--- src/rtl/ors_pkg.sv ---
package ors_pkg;
  typedef enum logic [2:0] {
    S_IDLE, S_PICK, S_RD, S_ARM, S_LAUNCH, S_WAIT, S_ZERO, S_REFB
  } ors_state_t;
  localparam logic [3:0] HR_ACK = 4'h0;
  localparam logic [3:0] HR_NAK = 4'h4;
  localparam logic [3:0] RES_OK = 4'h0;
  localparam logic [3:0] RES_NAKLIM = 4'h4;
endpackage

--- src/rtl/ors_chunker.sv ---
module ors_chunker #(
  parameter int CW  = 16,
  parameter int PKT = 64,
  parameter int LW  = $clog2(PKT + 1)
) (
  input  logic          clk,
  input  logic          rst,
  input  logic          load_i,
  input  logic [CW-1:0] total_i,
  input  logic          take_i,
  output logic [CW-1:0] rem_o,
  output logic [CW-1:0] addr_o,
  output logic [LW-1:0] len_o
);
  localparam logic [CW-1:0] PKT_C = CW'(PKT);

  assign len_o = (rem_o >= PKT_C) ? LW'(PKT) : rem_o[LW-1:0];

  always_ff @(posedge clk) begin
    if (rst) begin
      rem_o  <= '0;
      addr_o <= '0;
    end else if (load_i) begin
      rem_o  <= total_i;
      addr_o <= '0;
    end else if (take_i) begin
      rem_o  <= rem_o - CW'(len_o);
      addr_o <= addr_o + PKT_C;
    end
  end
endmodule

--- src/rtl/ors_nak_ctr.sv ---
module ors_nak_ctr #(
  parameter int NW = 16
) (
  input  logic          clk,
  input  logic          rst,
  input  logic          clr_i,
  input  logic          inc_i,
  input  logic [NW-1:0] limit_i,
  output logic          hit_o
);
  logic [NW-1:0] cnt_q;

  assign hit_o = (cnt_q + NW'(1)) == limit_i;

  always_ff @(posedge clk) begin
    if (rst || clr_i) cnt_q <= '0;
    else if (inc_i)   cnt_q <= cnt_q + NW'(1);
  end
endmodule

--- src/rtl/ors_slots.sv ---
module ors_slots #(
  parameter int LW = 7
) (
  input  logic          clk,
  input  logic          rst,
  input  logic          init_i,
  input  logic          load_i,
  input  logic [LW-1:0] len_i,
  input  logic [7:0]    fb_i,
  input  logic          ack_i,
  output logic [1:0]    avail_o,
  output logic [LW-1:0] cur_len_o,
  output logic [7:0]    cur_fb_o
);
  logic [LW-1:0] pend_len_q;
  logic [7:0]    pend_fb_q;

  always_ff @(posedge clk) begin
    if (rst || init_i) begin
      avail_o    <= 2'd2;
      cur_len_o  <= '0;
      cur_fb_o   <= '0;
      pend_len_q <= '0;
      pend_fb_q  <= '0;
    end else if (load_i) begin
      avail_o <= avail_o - 2'd1;
      if (avail_o == 2'd2) begin
        cur_len_o <= len_i;
        cur_fb_o  <= fb_i;
      end else begin
        pend_len_q <= len_i;
        pend_fb_q  <= fb_i;
      end
    end else if (ack_i) begin
      avail_o   <= avail_o + 2'd1;
      cur_len_o <= pend_len_q;
      cur_fb_o  <= pend_fb_q;
    end
  end
endmodule

--- src/rtl/out_record_seq.sv ---
module out_record_seq
  import ors_pkg::*;
#(
  parameter int CW  = 16,
  parameter int PKT = 64,
  parameter int LW  = $clog2(PKT + 1),
  parameter int NW  = 16,
  parameter int EPW = 4
) (
  input  logic           clk,
  input  logic           rst,
  input  logic           start_i,
  input  logic [EPW-1:0] start_ep_i,
  input  logic [CW-1:0]  start_total_i,
  input  logic [NW-1:0]  start_limit_i,
  output logic [CW-1:0]  src_addr_o,
  input  logic [7:0]     src_byte_i,
  output logic           fill_o,
  output logic [CW-1:0]  fill_addr_o,
  output logic [LW-1:0]  fill_len_o,
  output logic           commit_o,
  output logic [LW-1:0]  commit_cnt_o,
  output logic           refirst_o,
  output logic [7:0]     refirst_byte_o,
  output logic           launch_o,
  output logic [EPW-1:0] launch_ep_o,
  input  logic           xfer_done_i,
  input  logic [3:0]     hrsl_i,
  output logic           busy_o,
  output logic           done_o,
  output logic [3:0]     result_o
);
  ors_state_t     state_q;
  logic [EPW-1:0] ep_q;
  logic [NW-1:0]  limit_q;
  logic           dflag_q;
  logic [3:0]     res_q;
  logic [CW-1:0]  rem_w;
  logic [LW-1:0]  len_w;
  logic [1:0]     avail_w;
  logic [LW-1:0]  cur_len_w;
  logic [7:0]     cur_fb_w;
  logic           hit_w;

  logic start_ev, take_ev, eval_ev, ack_ev, nak_ev;
  assign start_ev = (state_q == S_IDLE) && start_i;
  assign take_ev  = (state_q == S_RD);
  assign eval_ev  = (state_q == S_WAIT) && dflag_q;
  assign ack_ev   = eval_ev && (res_q == HR_ACK);
  assign nak_ev   = eval_ev && (res_q == HR_NAK);

  ors_chunker #(.CW(CW), .PKT(PKT), .LW(LW)) u_chunk (
    .clk(clk), .rst(rst), .load_i(start_ev), .total_i(start_total_i),
    .take_i(take_ev), .rem_o(rem_w), .addr_o(src_addr_o), .len_o(len_w)
  );

  ors_nak_ctr #(.NW(NW)) u_nak (
    .clk(clk), .rst(rst), .clr_i(start_ev || ack_ev), .inc_i(nak_ev),
    .limit_i(limit_q), .hit_o(hit_w)
  );

  ors_slots #(.LW(LW)) u_slots (
    .clk(clk), .rst(rst), .init_i(start_ev), .load_i(take_ev),
    .len_i(len_w), .fb_i(src_byte_i), .ack_i(ack_ev),
    .avail_o(avail_w), .cur_len_o(cur_len_w), .cur_fb_o(cur_fb_w)
  );

  // Done indication: set by the transfer-done pulse, cleared at launch or use
  always_ff @(posedge clk) begin
    if (rst) begin
      dflag_q <= 1'b0;
      res_q   <= '0;
    end else if (state_q == S_LAUNCH || eval_ev) begin
      dflag_q <= 1'b0;
    end else if (xfer_done_i) begin
      dflag_q <= 1'b1;
      res_q   <= hrsl_i;
    end
  end

  always_ff @(posedge clk) begin
    if (rst) begin
      state_q        <= S_IDLE;
      ep_q           <= '0;
      limit_q        <= '0;
      fill_o         <= 1'b0;
      fill_addr_o    <= '0;
      fill_len_o     <= '0;
      commit_o       <= 1'b0;
      commit_cnt_o   <= '0;
      refirst_o      <= 1'b0;
      refirst_byte_o <= '0;
      launch_o       <= 1'b0;
      launch_ep_o    <= '0;
      busy_o         <= 1'b0;
      done_o         <= 1'b0;
      result_o       <= '0;
    end else begin
      fill_o    <= 1'b0;
      commit_o  <= 1'b0;
      refirst_o <= 1'b0;
      launch_o  <= 1'b0;
      done_o    <= 1'b0;
      case (state_q)
        S_IDLE: if (start_i) begin
          ep_q    <= start_ep_i;
          limit_q <= start_limit_i;
          if (start_total_i == '0) begin
            done_o   <= 1'b1;
            result_o <= RES_OK;
          end else begin
            busy_o  <= 1'b1;
            state_q <= S_PICK;
          end
        end
        S_PICK: begin
          if (rem_w != '0 && avail_w != 2'd0) begin
            state_q <= S_RD;
          end else if (avail_w == 2'd2) begin
            done_o   <= 1'b1;
            result_o <= RES_OK;
            busy_o   <= 1'b0;
            state_q  <= S_IDLE;
          end else begin
            state_q <= S_WAIT;
          end
        end
        S_RD: begin
          fill_o      <= 1'b1;
          fill_addr_o <= src_addr_o;
          fill_len_o  <= len_w;
          state_q     <= (avail_w == 2'd2) ? S_ARM : S_PICK;
        end
        S_ARM: begin
          commit_o     <= 1'b1;
          commit_cnt_o <= cur_len_w;
          state_q      <= S_LAUNCH;
        end
        S_LAUNCH: begin
          launch_o    <= 1'b1;
          launch_ep_o <= ep_q;
          state_q     <= S_PICK;
        end
        S_WAIT: if (dflag_q) begin
          if (res_q == HR_ACK) begin
            state_q <= (avail_w == 2'd0) ? S_ARM : S_PICK;
          end else if (res_q == HR_NAK && !hit_w) begin
            state_q <= S_ZERO;
          end else begin
            done_o   <= 1'b1;
            result_o <= (res_q == HR_NAK) ? RES_NAKLIM : res_q;
            busy_o   <= 1'b0;
            state_q  <= S_IDLE;
          end
        end
        S_ZERO: begin
          commit_o     <= 1'b1;
          commit_cnt_o <= '0;
          state_q      <= S_REFB;
        end
        S_REFB: begin
          refirst_o      <= 1'b1;
          refirst_byte_o <= cur_fb_w;
          state_q        <= S_ARM;
        end
        default: state_q <= S_IDLE;
      endcase
    end
  end
endmodule

--- config.mk ---
export PLATFORM = sky130hd
export DESIGN_NAME = out_record_seq
export DESIGN_NICKNAME = d
export VERILOG_FILES = /design/src/rtl/ors_pkg.sv /design/src/rtl/ors_chunker.sv /design/src/rtl/ors_nak_ctr.sv /design/src/rtl/ors_slots.sv /design/src/rtl/out_record_seq.sv
export SDC_FILE = /design/constraint.sdc
export NUM_CORES = 1
export LEC_CHECK = 0
export ABC_AREA = 0
export BUFFER_PORTS_ARGS = -buffer_cell sky130_fd_sc_hd__buf_2
export CAP_MARGIN = 40
export CORE_MARGIN = 3
export CORE_UTILIZATION = 45
export CTS_BUF_LIST = sky130_fd_sc_hd__clkbuf_16
export CTS_CLUSTER_DIAMETER = 80
export CTS_CLUSTER_SIZE = 24
export DETAILED_ROUTE_END_ITERATION = 10
export PLACE_DENSITY_LB_ADDON = 0.3
export SLEW_MARGIN = 25
export SYNTH_ARGS = -nofsm -noshare
export SYNTH_HDL_FRONTEND = slang
export SYNTH_SLANG_ARGS = --single-unit
--- constraint.sdc ---
create_clock -name clk -period 2.65 [get_ports clk]
set_clock_uncertainty 0.1 [all_clocks]
set_input_delay 0.53 -clock clk [delete_from_list [all_inputs] [get_ports clk]]
set_output_delay 0.53 -clock clk [all_outputs]
set_load 0.01 [all_outputs]
; Word-level counts from Yosys, hierarchy flattened
; Index checks and enable logic that the tools add are counted.
; Widths: inputs -> output; s select.
[word_totals]
regBits = 160
out_inout_bits = 68
elab_cells = 134
[classes]
addsub = 5
magnitude_cmp = 1
eq_ne = 19
mux = 51
n_bitwise = 2
n_reduce_logical = 31
[ops]
columns = cell, count
row1 = $mux 16, 2
row2 = $mux 4, 8
row3 = $mux 7, 4
row4 = $mux 8, 3
row5 = $pmux 3 s8, 1
row6 = $mux 3, 7
row7 = $mux 1, 18
row8 = $add 16x1->16 const B, 1
row9 = $add 16x7->16 const B, 1
row10 = $eq 16x16->1, 1
row11 = $ge 16x7->1 const B, 1
row12 = $logic_not 16->1, 1
row13 = $reduce_and 8->1, 2
row14 = $reduce_bool 16->1, 1
row15 = $sub 16x7->16, 1
row16 = $ne 2x2->1 const B, 7
row17 = $pmux 7 s2, 1
row18 = $eq 3x3->1 const B, 4
row19 = $pmux 4 s3, 1
row20 = $mux 2, 4
row21 = $reduce_and 2->1, 4
row22 = $reduce_bool 2->1, 4
row23 = $eq 3x2->1 const B, 2
row24 = $logic_and 1x1->1, 6
row25 = 16 further kinds, 24

; Longest topological paths before layout
; Gate-level depths: netlist of run 1.
[logic_depth]
word_depth = 8
ltp_mapped = 12
ltp_nobuf = 11

; By module
; Synthesis of run 1 repeated with hierarchy kept, for this count alone.
[unflattened]
hier_cells = 889
area_unflattened_um2 = 7418.4
[modules_own_cells]
columns = mod, instances, cells_each, area_each_um2, seq_area_each_um2
row1 = out_record_seq, 1, 389, 3133.0, 1601.5
row2 = ors_chunker, 1, 189, 1565.3, 520.5
row3 = ors_slots, 1, 154, 1447.6, 640.6
row4 = ors_nak_ctr, 1, 157, 1272.5, 320.3

; Worst setup path after synthesis of run 1
; Ideal clock, no wire load.
[synth_path]
path_kind = register -> register
start = reg u_nak.cnt_q[0]
end = reg done_o
setup_time_ps = 100
arrival_ps = 2469
setup_slack_ps = -18
path_stages_with_launch = 11
n_path_buf = 2
cell_sequence = dfxtp_1 > ha_1 > nand2_1 > or4_1 > clkbuf_1 > xor2_1 > o2111ai_1 > a2111o_1 > o31a_1 > buf_6 > a2111oi_4
[synth_via]
elab_chain_cells = 8
[synth_rtl]
columns = element, line_no
row1 = from (decl), ors_nak_ctr.sv:11  ; logic [NW-1:0] cnt_q;
row2 = from (signal assigned), ors_nak_ctr.sv:17  ; else if (inc_i) cnt_q <= cnt_q + NW'(1);
row3 = $add 16x1->16, ors_nak_ctr.sv:13  ; assign hit_o = (cnt_q + NW'(1)) == limit_i;
row4 = $eq 16x16->1, ors_nak_ctr.sv:13
row5 = $logic_not 1->1, out_record_seq.sv:147  ; end else if (res_q == HR_NAK && !hit_w) begin
row6 = $logic_and 1x1->1, out_record_seq.sv:147
row7 = $mux 1, out_record_seq.sv:147
row8 = $mux 1, out_record_seq.sv:145  ; if (res_q == HR_ACK) begin
row9 = $mux 1, out_record_seq.sv:144  ; S_WAIT: if (dflag_q) begin
row10 = $pmux 1 s3, out_record_seq.sv:104  ; case (state_q)
row11 = to (signal assigned), out_record_seq.sv:103  ; done_o <= 1'b0;
row12 = to (signal assigned), out_record_seq.sv:109  ; done_o <= 1'b1;
row13 = to (signal assigned), out_record_seq.sv:150  ; done_o <= 1'b1;
row14 = to (decl), out_record_seq.sv:30  ; output logic done_o,
; Every way passes these cells.
; A chain may end at the register's enable or synchronous reset.

; Final worst setup path of run 1
; Ends and elaborated chain as after synthesis.

==> flow_summary.json, run 1 <==
{
  "drt-initial-drc-count": 529,
  "final_antenna_net_count": 0,
  "ff2ff_path_depth": 8,
  "crit_path_end": "done_o$_SDFF_PP0_",
  "clock.fmax_mhz": 367,
  "start_kind": "flip-flop",
  "drive_gt1_share_pct": 21.1,
  "root_buffer": "clkbuf_16",
  "die_w_um": 129,
  "synth_warnings": 0,
  "yosys.cell_types.count": 61,
  "syn_area_per_cell_sq_um": 7.77,
  "rsz0062_at_grt": "true",
  "final_cell_mix": "176 x nand2_1, 144 x dfxtp_1, 107 x buf_2",
  "antenna_found_initial": 0,
  "setup_viol": 5,
  "holdCritPathClass": "in -> reg",
  "dp_hpwl_um": 12800,
  "insertion_delay_ns": 0.42,
  "grt_remaining_overflow": 0,
  "core_area_sq_mm": 0.0146,
  "grt_pass1_wl_um": 30100,
  "reg2reg_from": "u_nak.cnt_q[0]$_SDFFE_PP0P_",
  "vias_per_cell": 5.43,
  "die_y_um": 129,
  "io-pin-count": 120,
  "cts.clk_slew.worst_paths_ns": 0.06,
  "critPathCaptureType": "flip-flop",
  "cts_tree": "built",
  "r2r_slack_ns": -0.08,
  "required_ns": 2.87,
  "dieArea_sq_mm": 0.0166,
  "vias": 6483,
  "cts_buffer_depth": 2,
  "tightest_slew_ns": 0.748,
  "utilization_pct": 57.5,
  "htree_levels": 4,
  "worstPathArrival_ns": 2.95,
  "netlist_area_sq_mm": 0.00679,
  "globalplace.congestion": 0.886,
  "grt_max_degree": 70,
  "critPathKind": "reg -> reg",
  "hold_buffers": 0,
  "io_buffer_count": 107,
  "cts_made_buffers": 17,
  "rows": 44,
  "async_reset_ff_share_pct": 0,
  "irDropWorstVdd_v": 0.000486,
  "synth_cells": 874,
  "antenna_cells": 0,
  "initial_core_util_pct": 46.4,
  "grt_usage_pct": 22.5,
  "wire_per_inst_um": 15.5,
  "p_leak_nw": 3.35,
  "nFillCells": 1399,
  "fin_ws_ns": -0.0773,
  "hold_viol": 0,
  "route.detailed.drc": 0,
  "r2r-end": "done_o$_SDFF_PP0_",
  "startpoint": "u_nak.cnt_q[0]$_SDFFE_PP0P_",
  "synth_edf_count": 0,
  "status": "finished, violations left",
  "final_cells": 1195,
  "finalNetCount": 1054,
  "max-cap-violations": 0,
  "preCtsSetupSlack_ns": -0.0640,
  "cts_sinks": 148,
  "slew_viol_final": 0,
  "layout_min_cycle_time_ns": 2.73,
  "failed_checks": "setup timing",
  "placed_cells": 1159,
  "slew_headroom_pct": 50.1,
  "routed_wl_um": 18500,
  "area_growth_pct": 24.0,
  "power.density_mw_per_mm2": 633,
  "synth-main-ff-cell": "dfxtp_1",
  "drtPass1Iterations": 5,
  "finalCritPeriodShare_pct": 103,
  "synth_seq_cells": 148,
  "final_common_cell": "nand2_1",
  "grt_pass1_vias": 6117,
  "crit_fanout": 5,
  "yosysSeqAreaShare_pct": 43.6
}
## stage by stage
stage	hold WS, ns	area (sq um)	TNS [ns]	power (mW)
5_1_grt	0.232	8420	-0.756	5.53
2_1_floorplan	0.332	6840	0	2.65
6_report	0.242	8420	-0.240	5.33
3_3_place_gp	0.338	7690	-0.110	2.81
3_5_place_dp	0.344	7690	-0.215	2.81
4_1_cts	0.227	8320	0	5.37
## critical path: stages (launching register included)
cell and delay, ns:
dfxtp_4 0.40, ha_4 0.15, nand2_4 0.05, or3_1 0.32, a222oi_1 0.38, o2111ai_1 0.17
a2111o_1 0.45, o31a_4 0.42, a2111oi_4 0.18
## report_power, final
| part | internal [mW] | leakage, nW | switching, mW |
|---|---|---|---|
| sequential | 2.27 | 1.20 | 0.0596 |
| clock | 1.59 | 0.307 | 0.981 |
| combinational | 0.167 | 1.84 | 0.266 |
## flip-flops by register name (all words and copies together) (netlist names), 2 cells and up
name,flops
u_chunk.rem_o,16
u_slots.avail_o,2
u_slots.pend_fb_q,8
launch_ep_o,4
refirst_byte_o,8
commit_cnt_o,7
state_q,3
fill_addr_o,10
u_slots.cur_fb_o,8
u_nak.cnt_q,16
u_slots.pend_len_q,7
ep_q,4
fill_len_o,7
u_slots.cur_len_o,7
res_q,4
result_o,4
limit_q,16
u_chunk.addr_o,10
## metal layers
metal	vias up	GRT usage [%]	share of wire [%]
li1	3257	-	-
met1	3003	29.3	45
met2	201	36.9	48
met3	22	5.52	5.5
met4	0	6.92	1.6
met5	-	0	0
## cell usage after synthesis (6+ instances only)
library cell	count	area share, %
nand2_1	177	9.8
dfxtp_1	148	44
a21oi_1	106	7.8
nor2_1	106	5.9
clkbuf_1	46	2.5
nor3_1	25	1.8
o21ai_0	24	1.8
nand3_1	22	1.6
xor2_1	22	2.8
a22oi_1	18	2.0
xnor2_1	17	2.2
buf_4	14	1.5
nor4_1	13	1.2
nand4_1	12	1.1
a221oi_1	11	1.4
inv_1	8	0.44
mux2i_1	8	1.2
nand2b_1	8	0.74
buf_1	6	0.33
## final cells by class
| class | count | area, sq um | share of cell area, % |
|---|---|---|---|
| clock buffer | 17 | 425 | 5.05 |
| sequential | 148 | 2980 | 35.3 |
| tap | 184 | 230 | 2.73 |
| timing repair buffer | 161 | 966 | 11.5 |
| inverter | 8 | 30.0 | 0.357 |
| clock inverter | 15 | 201 | 2.39 |
| multi-input combinational | 662 | 3590 | 42.7 |
## what timing repair did
action	4_1_cts	5_1_grt
gates cloned	0	0
setup buffers	0	4
setup endpoints to repair	5	8
pin swaps	2	6
gates resized for setup	2	18
## worst min path at each step
stage | startpoint | to | slack, ns | cells past startpoint
after floorplan | u_slots.cur_len_o[6]$_SDFFE_PP0P_ | u_slots.cur_len_o[6]$_SDFFE_PP0P_ | 0.33 | 2
after global placement | fill_addr_o[8]$_SDFFE_PP0P_ | fill_addr_o[8]$_SDFFE_PP0P_ | 0.34 | 2
after detailed placement | ep_q[2]$_SDFFE_PP0P_ | launch_ep_o[2]$_SDFFE_PP0P_ | 0.34 | 2
after CTS | hrsl_i[0] | res_q[0]$_SDFFE_PP0P_ | 0.23 | 3
after global routing | start_limit_i[4] | limit_q[4]$_SDFFE_PP0P_ | 0.23 | 3
final | hrsl_i[0] | res_q[0]$_SDFFE_PP0P_ | 0.24 | 3
## logic make-up after synthesis
kind of cell    count (synthesis)  synth area share [%]
simple gates                  398                  26.0
compound gates                200                  18.2
flops                         148                  43.6
buf+inv                        76                  5.19
xor+xnor                       39                  5.03
mux                             8                  1.18
fa+ha+maj                       4                 0.737
other cells                     1                0.0552
Power figures use the tool's default switching activity.
==> run 2, diff against run 1 <==
--- a/config.mk
+++ b/config.mk
@@ -9,7 +9,7 @@
 export BUFFER_PORTS_ARGS = -buffer_cell sky130_fd_sc_hd__buf_2
 export CAP_MARGIN = 40
 export CORE_MARGIN = 3
-export CORE_UTILIZATION = 45
+export CORE_UTILIZATION = 51
 export CTS_BUF_LIST = sky130_fd_sc_hd__clkbuf_16
 export CTS_CLUSTER_DIAMETER = 80
 export CTS_CLUSTER_SIZE = 24
==> flow_summary.json, run 2 (same netlist as run 1, synthesis figures left out) <==
{
  "status": "finished, violations left",
  "failed_checks": "setup timing",
  "htree_levels": 4,
  "critPathKind": "reg -> reg",
  "wire_per_inst_um": 15.3,
  "preCtsSetupSlack_ns": -0.0496,
  "io-pin-count": 120,
  "grt_pass1_vias": 6109,
  "power.density_mw_per_mm2": 613,
  "final_cell_mix": "176 x nand2_1, 140 x dfxtp_1, 107 x buf_2",
  "root_buffer": "clkbuf_16",
  "worstPathArrival_ns": 2.90,
  "hold_viol": 0,
  "io_buffer_count": 107,
  "irDropWorstVdd_v": 0.000527,
  "dieArea_sq_mm": 0.0147,
  "die_w_um": 121,
  "core_area_sq_mm": 0.0128,
  "cts_sinks": 148,
  "holdCritPathClass": "in -> reg",
  "slowest_delay_ns": 0.40,
  "max-cap-violations": 0,
  "setup_viol": 5,
  "initial_core_util_pct": 53.0,
  "tightest_slew_ns": 0.698,
  "seq_area_sq_mm": 0.00299,
  "placed_area_sq_mm": 0.00767,
  "finalNetCount": 1051,
  "required_ns": 2.87,
  "rsz0062_at_grt": "true",
  "routed_wl_um": 18000,
  "cts_buffer_depth": 2,
  "cts_made_buffers": 17,
  "cts.clk_slew.worst_paths_ns": 0.06,
  "finalInstanceArea_sq_mm": 0.00828,
  "final_antenna_net_count": 0,
  "drtPass1Iterations": 5,
  "slew_viol_final": 0,
  "final_common_cell": "nand2_1",
  "clock.fmax_mhz": 374,
  "antenna_found_initial": 0,
  "grt_remaining_overflow": 0,
  "fin_setup_tns_ns": -0.0726,
  "fin_ws_ns": -0.0256,
  "dp_hpwl_um": 12500,
  "crit_fanout": 7,
  "utilization_pct": 64.6,
  "crit_buf_inv": 0,
  "insertion_delay_ns": 0.42,
  "start_kind": "flip-flop",
  "layout_min_cycle_time_ns": 2.68,
  "grt_max_degree": 72,
  "nFillCells": 1164,
  "critPathCaptureType": "flip-flop",
  "crit_slowest_cell": "o31a_1",
  "drt-initial-drc-count": 507,
  "globalplace.congestion": 0.922,
  "path_cells": "ha_1 > xor2_1 > a211o_1 > a221oi_1 > o2111ai_1 > a2111o_1 > o31a_1 > a2111oi_4",
  "grt_pass1_wl_um": 29100,
  "die_y_um": 121,
  "top_regs": "limit_q x16, u_chunk.rem_o x16, u_nak.cnt_q x16",
  "cts_tree": "built",
  "p_leak_nw": 3.27,
  "crit_family": "compound AO/OA/AOI/OAI gates",
  "route.detailed.drc": 0,
  "finalCritPeriodShare_pct": 101,
  "rows": 41,
  "vias_per_cell": 5.55,
  "vias": 6543,
  "drive_gt1_share_pct": 20.5,
  "hold_buffers": 0,
  "grt_usage_pct": 24.5,
  "area_growth_pct": 22.0,
  "slew_headroom_pct": 53.0,
  "multi_input_area_sq_mm": 0.00354,
  "antenna_cells": 0
}
-- run 2: area by class of cell --
| type | count | area share [%] |
|---|---|---|
| clock buffers | 17 | 5.14 |
| clock inverters | 14 | 1.66 |
| repair buffers | 158 | 11.4 |
| flip-flops and latches | 148 | 36.0 |
| inverters | 8 | 0.362 |
| multi-input cells | 662 | 42.8 |
| well taps | 172 | 2.60 |
-- run 2: layer usage --
| layer | GRT usage [%] | share of wire, % | vias to the layer above |
|---|---|---|---|
| met3 | 5.64 | 5.4 | 22 |
| met4 | 8.40 | 1.7 | 0 |
| met5 | 0 | 0 | - |
| li1 | - | - | 3259 |
| met1 | 31.1 | 44 | 3065 |
| met2 | 40.8 | 49 | 197 |
-- run 2: worst reg2reg max path, delay by kind of cell (launching register included) --
| kind | cells | cell delay (ns) |
|---|---|---|
| compound gates | 6 | 1.59 |
| flops | 1 | 0.37 |
| fa+ha+maj | 1 | 0.34 |
| xor+xnor | 1 | 0.17 |
-- run 2: worst paths after layout --
path                                           start                                 end  slack (ns)  depth (start not counted)
setup reg to reg         u_nak.cnt_q[0]$_SDFFE_PP0P_                   done_o$_SDFF_PP0_       -0.03                          8
hold / removal                             hrsl_i[1]               res_q[1]$_SDFFE_PP0P_        0.24                          3
setup / recovery         u_nak.cnt_q[0]$_SDFFE_PP0P_                   done_o$_SDFF_PP0_       -0.03                          8
hold reg to reg   u_slots.pend_len_q[0]$_SDFFE_PP0P_  u_slots.pend_len_q[0]$_SDFFE_PP0P_        0.35                          2
-- run 2: power breakdown --
group | switching, mW | total (mW) | internal [mW]
Clock | 0.932 | 2.31 | 1.37
Combinational | 0.269 | 0.439 | 0.169
Sequential | 0.0611 | 2.33 | 2.27
Total | 1.26 | 5.08 | 3.82
-- run 2: per-stage QoR --
stage	instances	hold WS (ns)	power, mW
2_1_floorplan	886	0.332	2.65
3_3_place_gp	1147	0.338	2.81
3_5_place_dp	1147	0.343	2.81
4_1_cts	1178	0.237	5.11
5_1_grt	1179	0.248	5.26
6_report	1179	0.244	5.08
-- run 2: timing repair --
| action | CTS | global route |
|---|---|---|
| resized for setup | 2 | 16 |
| setup buffers | 0 | 1 |
| pin swaps | 2 | 5 |
| gates cloned | 0 | 0 |
| setup endpoints to repair | 5 | 8 |
| hold endpoints to repair | 0 | 0 |
==> run 3, diff against run 2 <==
--- a/config.mk
+++ b/config.mk
@@ -14,6 +14,7 @@
 export CTS_CLUSTER_DIAMETER = 80
 export CTS_CLUSTER_SIZE = 24
 export DETAILED_ROUTE_END_ITERATION = 10
+export HOLD_SLACK_MARGIN = 0.05
 export PLACE_DENSITY_LB_ADDON = 0.3
 export SLEW_MARGIN = 25
 export SYNTH_ARGS = -nofsm -noshare
==> constraint.sdc (replaced) <==
create_clock -name clk -period 2.4 [get_ports clk]
set_clock_uncertainty 0.1 [all_clocks]
set_input_delay 0.48 -clock clk [delete_from_list [all_inputs] [get_ports clk]]
set_output_delay 0.48 -clock clk [all_outputs]
set_load 0.01 [all_outputs]
==> flow_summary.json, run 3 (same netlist as run 1, synthesis figures left out) <==
{
  "status": "finished, violations left",
  "failed_checks": "setup timing",
  "hold_ws_ns": 0.195,
  "critPathKind": "reg -> reg",
  "die_w_um": 121,
  "cts_made_buffers": 17,
  "rsz0062_at_grt": "true",
  "power.density_mw_per_mm2": 642,
  "fin_ws_ns": -0.186,
  "wl_met2_um": 8640,
  "drtPass1Iterations": 5,
  "io-pin-count": 120,
  "root_buffer": "clkbuf_16",
  "antenna_cells": 0,
  "finalNetCount": 1082,
  "slew_viol_final": 0,
  "rows": 41,
  "slew_headroom_pct": 54.4,
  "routed_wl_um": 18000,
  "grt_usage_pct": 24.8,
  "top_layer": "met4",
  "drt-initial-drc-count": 420,
  "globalplace.congestion": 0.970,
  "clock.fmax_mhz": 387,
  "drt-met1-wl_um": 8140,
  "p_leak_nw": 3.44,
  "irDropWorstVdd_v": 0.000548,
  "grt_pass1_vias": 6163,
  "cts_sinks": 148,
  "crit_fanout": 6,
  "final_antenna_net_count": 0,
  "insertion_delay_ns": 0.42,
  "vias_per_cell": 5.42,
  "final_cell_mix": "175 x nand2_1, 141 x dfxtp_1, 107 x buf_2",
  "dieArea_sq_mm": 0.0147,
  "hold_viol": 0,
  "required_ns": 2.61,
  "antenna_found_initial": 0,
  "setup_viol": 8,
  "cts.clk_slew.worst_paths_ns": 0.06,
  "cts_buffer_depth": 2,
  "holdCritPathClass": "in -> reg",
  "vias": 6557,
  "preCtsSetupSlack_ns": -0.210,
  "hold_buffers": 0,
  "top_regs": "limit_q x16, u_chunk.rem_o x16, u_nak.cnt_q x16",
  "finalCritPeriodShare_pct": 108,
  "grt_max_degree": 66,
  "area_growth_pct": 26.2,
  "nFillCells": 1156,
  "start_kind": "flip-flop",
  "die_y_um": 121,
  "grt_pass1_wl_um": 29500,
  "route.detailed.drc": 0,
  "core_area_sq_mm": 0.0128,
  "wire_per_inst_um": 14.9,
  "tightest_slew_ns": 0.685,
  "max-cap-violations": 0,
  "cts_tree": "built",
  "grt_remaining_overflow": 0,
  "wl_met3_um": 960,
  "drive_gt1_share_pct": 24.0,
  "io_buffer_count": 107,
  "critPathCaptureType": "flip-flop",
  "dp_hpwl_um": 12700,
  "fin_setup_tns_ns": -0.784,
  "worstPathArrival_ns": 2.80,
  "layout_min_cycle_time_ns": 2.59,
  "htree_levels": 4,
  "final_common_cell": "nand2_1",
  "initial_core_util_pct": 53.0
}
[run 3: cell count changes in the layout (fill, tap and decap cells not counted), sizes merged]
cell	previous run	this run
buf	158	189
inv	14	10
clkinv	5	7
clkinvlp	1	3
bufinv	2	1
[run 3: routing by layer]
metal | track usage [%] | vias up
li1 | - | 3316
met1 | 32.6 | 3052
met2 | 40.6 | 168
met3 | 6.20 | 21
met4 | 6.65 | 0
met5 | 0 | -
[run 3: critical path: stages, from the launching register on]
cell and delay (ns):
dfxtp_4 0.41, ha_4 0.15, nand2_4 0.05, or3_1 0.32
a222oi_1 0.36, o2111ai_1 0.16, a2111o_1 0.36, o31a_4 0.35
a2111oi_4 0.21
[run 3: cell type report]
type / instances / area, sq um / share of cell area (%)
multi-input cells: 662 / 3640 / 42.5
flip-flops and latches: 148 / 2980 / 34.8
repair buffers: 189 / 1160 / 13.6
clock buffers: 17 / 425 / 4.96
well taps: 172 / 215 / 2.51
clock inverters: 13 / 114 / 1.33
inverters: 8 / 30.0 / 0.350
[run 3: what timing repair did]
item                                    CTS  global route
endpoints found under the hold margin     0             0
pin swaps                                 0             3
setup buffers                             1             0
resized for setup                        14            12
endpoints found under the setup margin    8             8
[run 3: path summary, 6_finish.rpt]
check                               from                           to  slack (ns)  depth (start not counted)
max          u_nak.cnt_q[0]$_SDFFE_PP0P_            done_o$_SDFF_PP0_       -0.19                          8
min                        start_ep_i[0]         ep_q[0]$_SDFFE_PP0P_        0.19                          3
max reg2reg  u_nak.cnt_q[0]$_SDFFE_PP0P_            done_o$_SDFF_PP0_       -0.19                          8
min reg2reg         ep_q[1]$_SDFFE_PP0P_  launch_ep_o[1]$_SDFFE_PP0P_        0.35                          2
[run 3: report_power, final]
part           switching (mW)  total, mW  internal (mW)
combinational           0.300      0.497          0.198
clock                    1.03       2.44           1.41
sequential             0.0635       2.57           2.51
total                    1.39       5.51           4.11
[run 3: through the flow]
| stage | power (mW) | cell area [sq um] | std cells | util (%) |
|---|---|---|---|---|
| floorplan | 2.93 | 6890 | 886 | - |
| CTS | 5.54 | 8520 | 1209 | 66.4 |
| detailed placement | 3.11 | 7920 | 1178 | 61.7 |
| finish | 5.51 | 8570 | 1209 | 66.9 |
| global route | 5.71 | 8570 | 1209 | 66.9 |
| global placement | 3.11 | 7910 | 1177 | 61.7 |
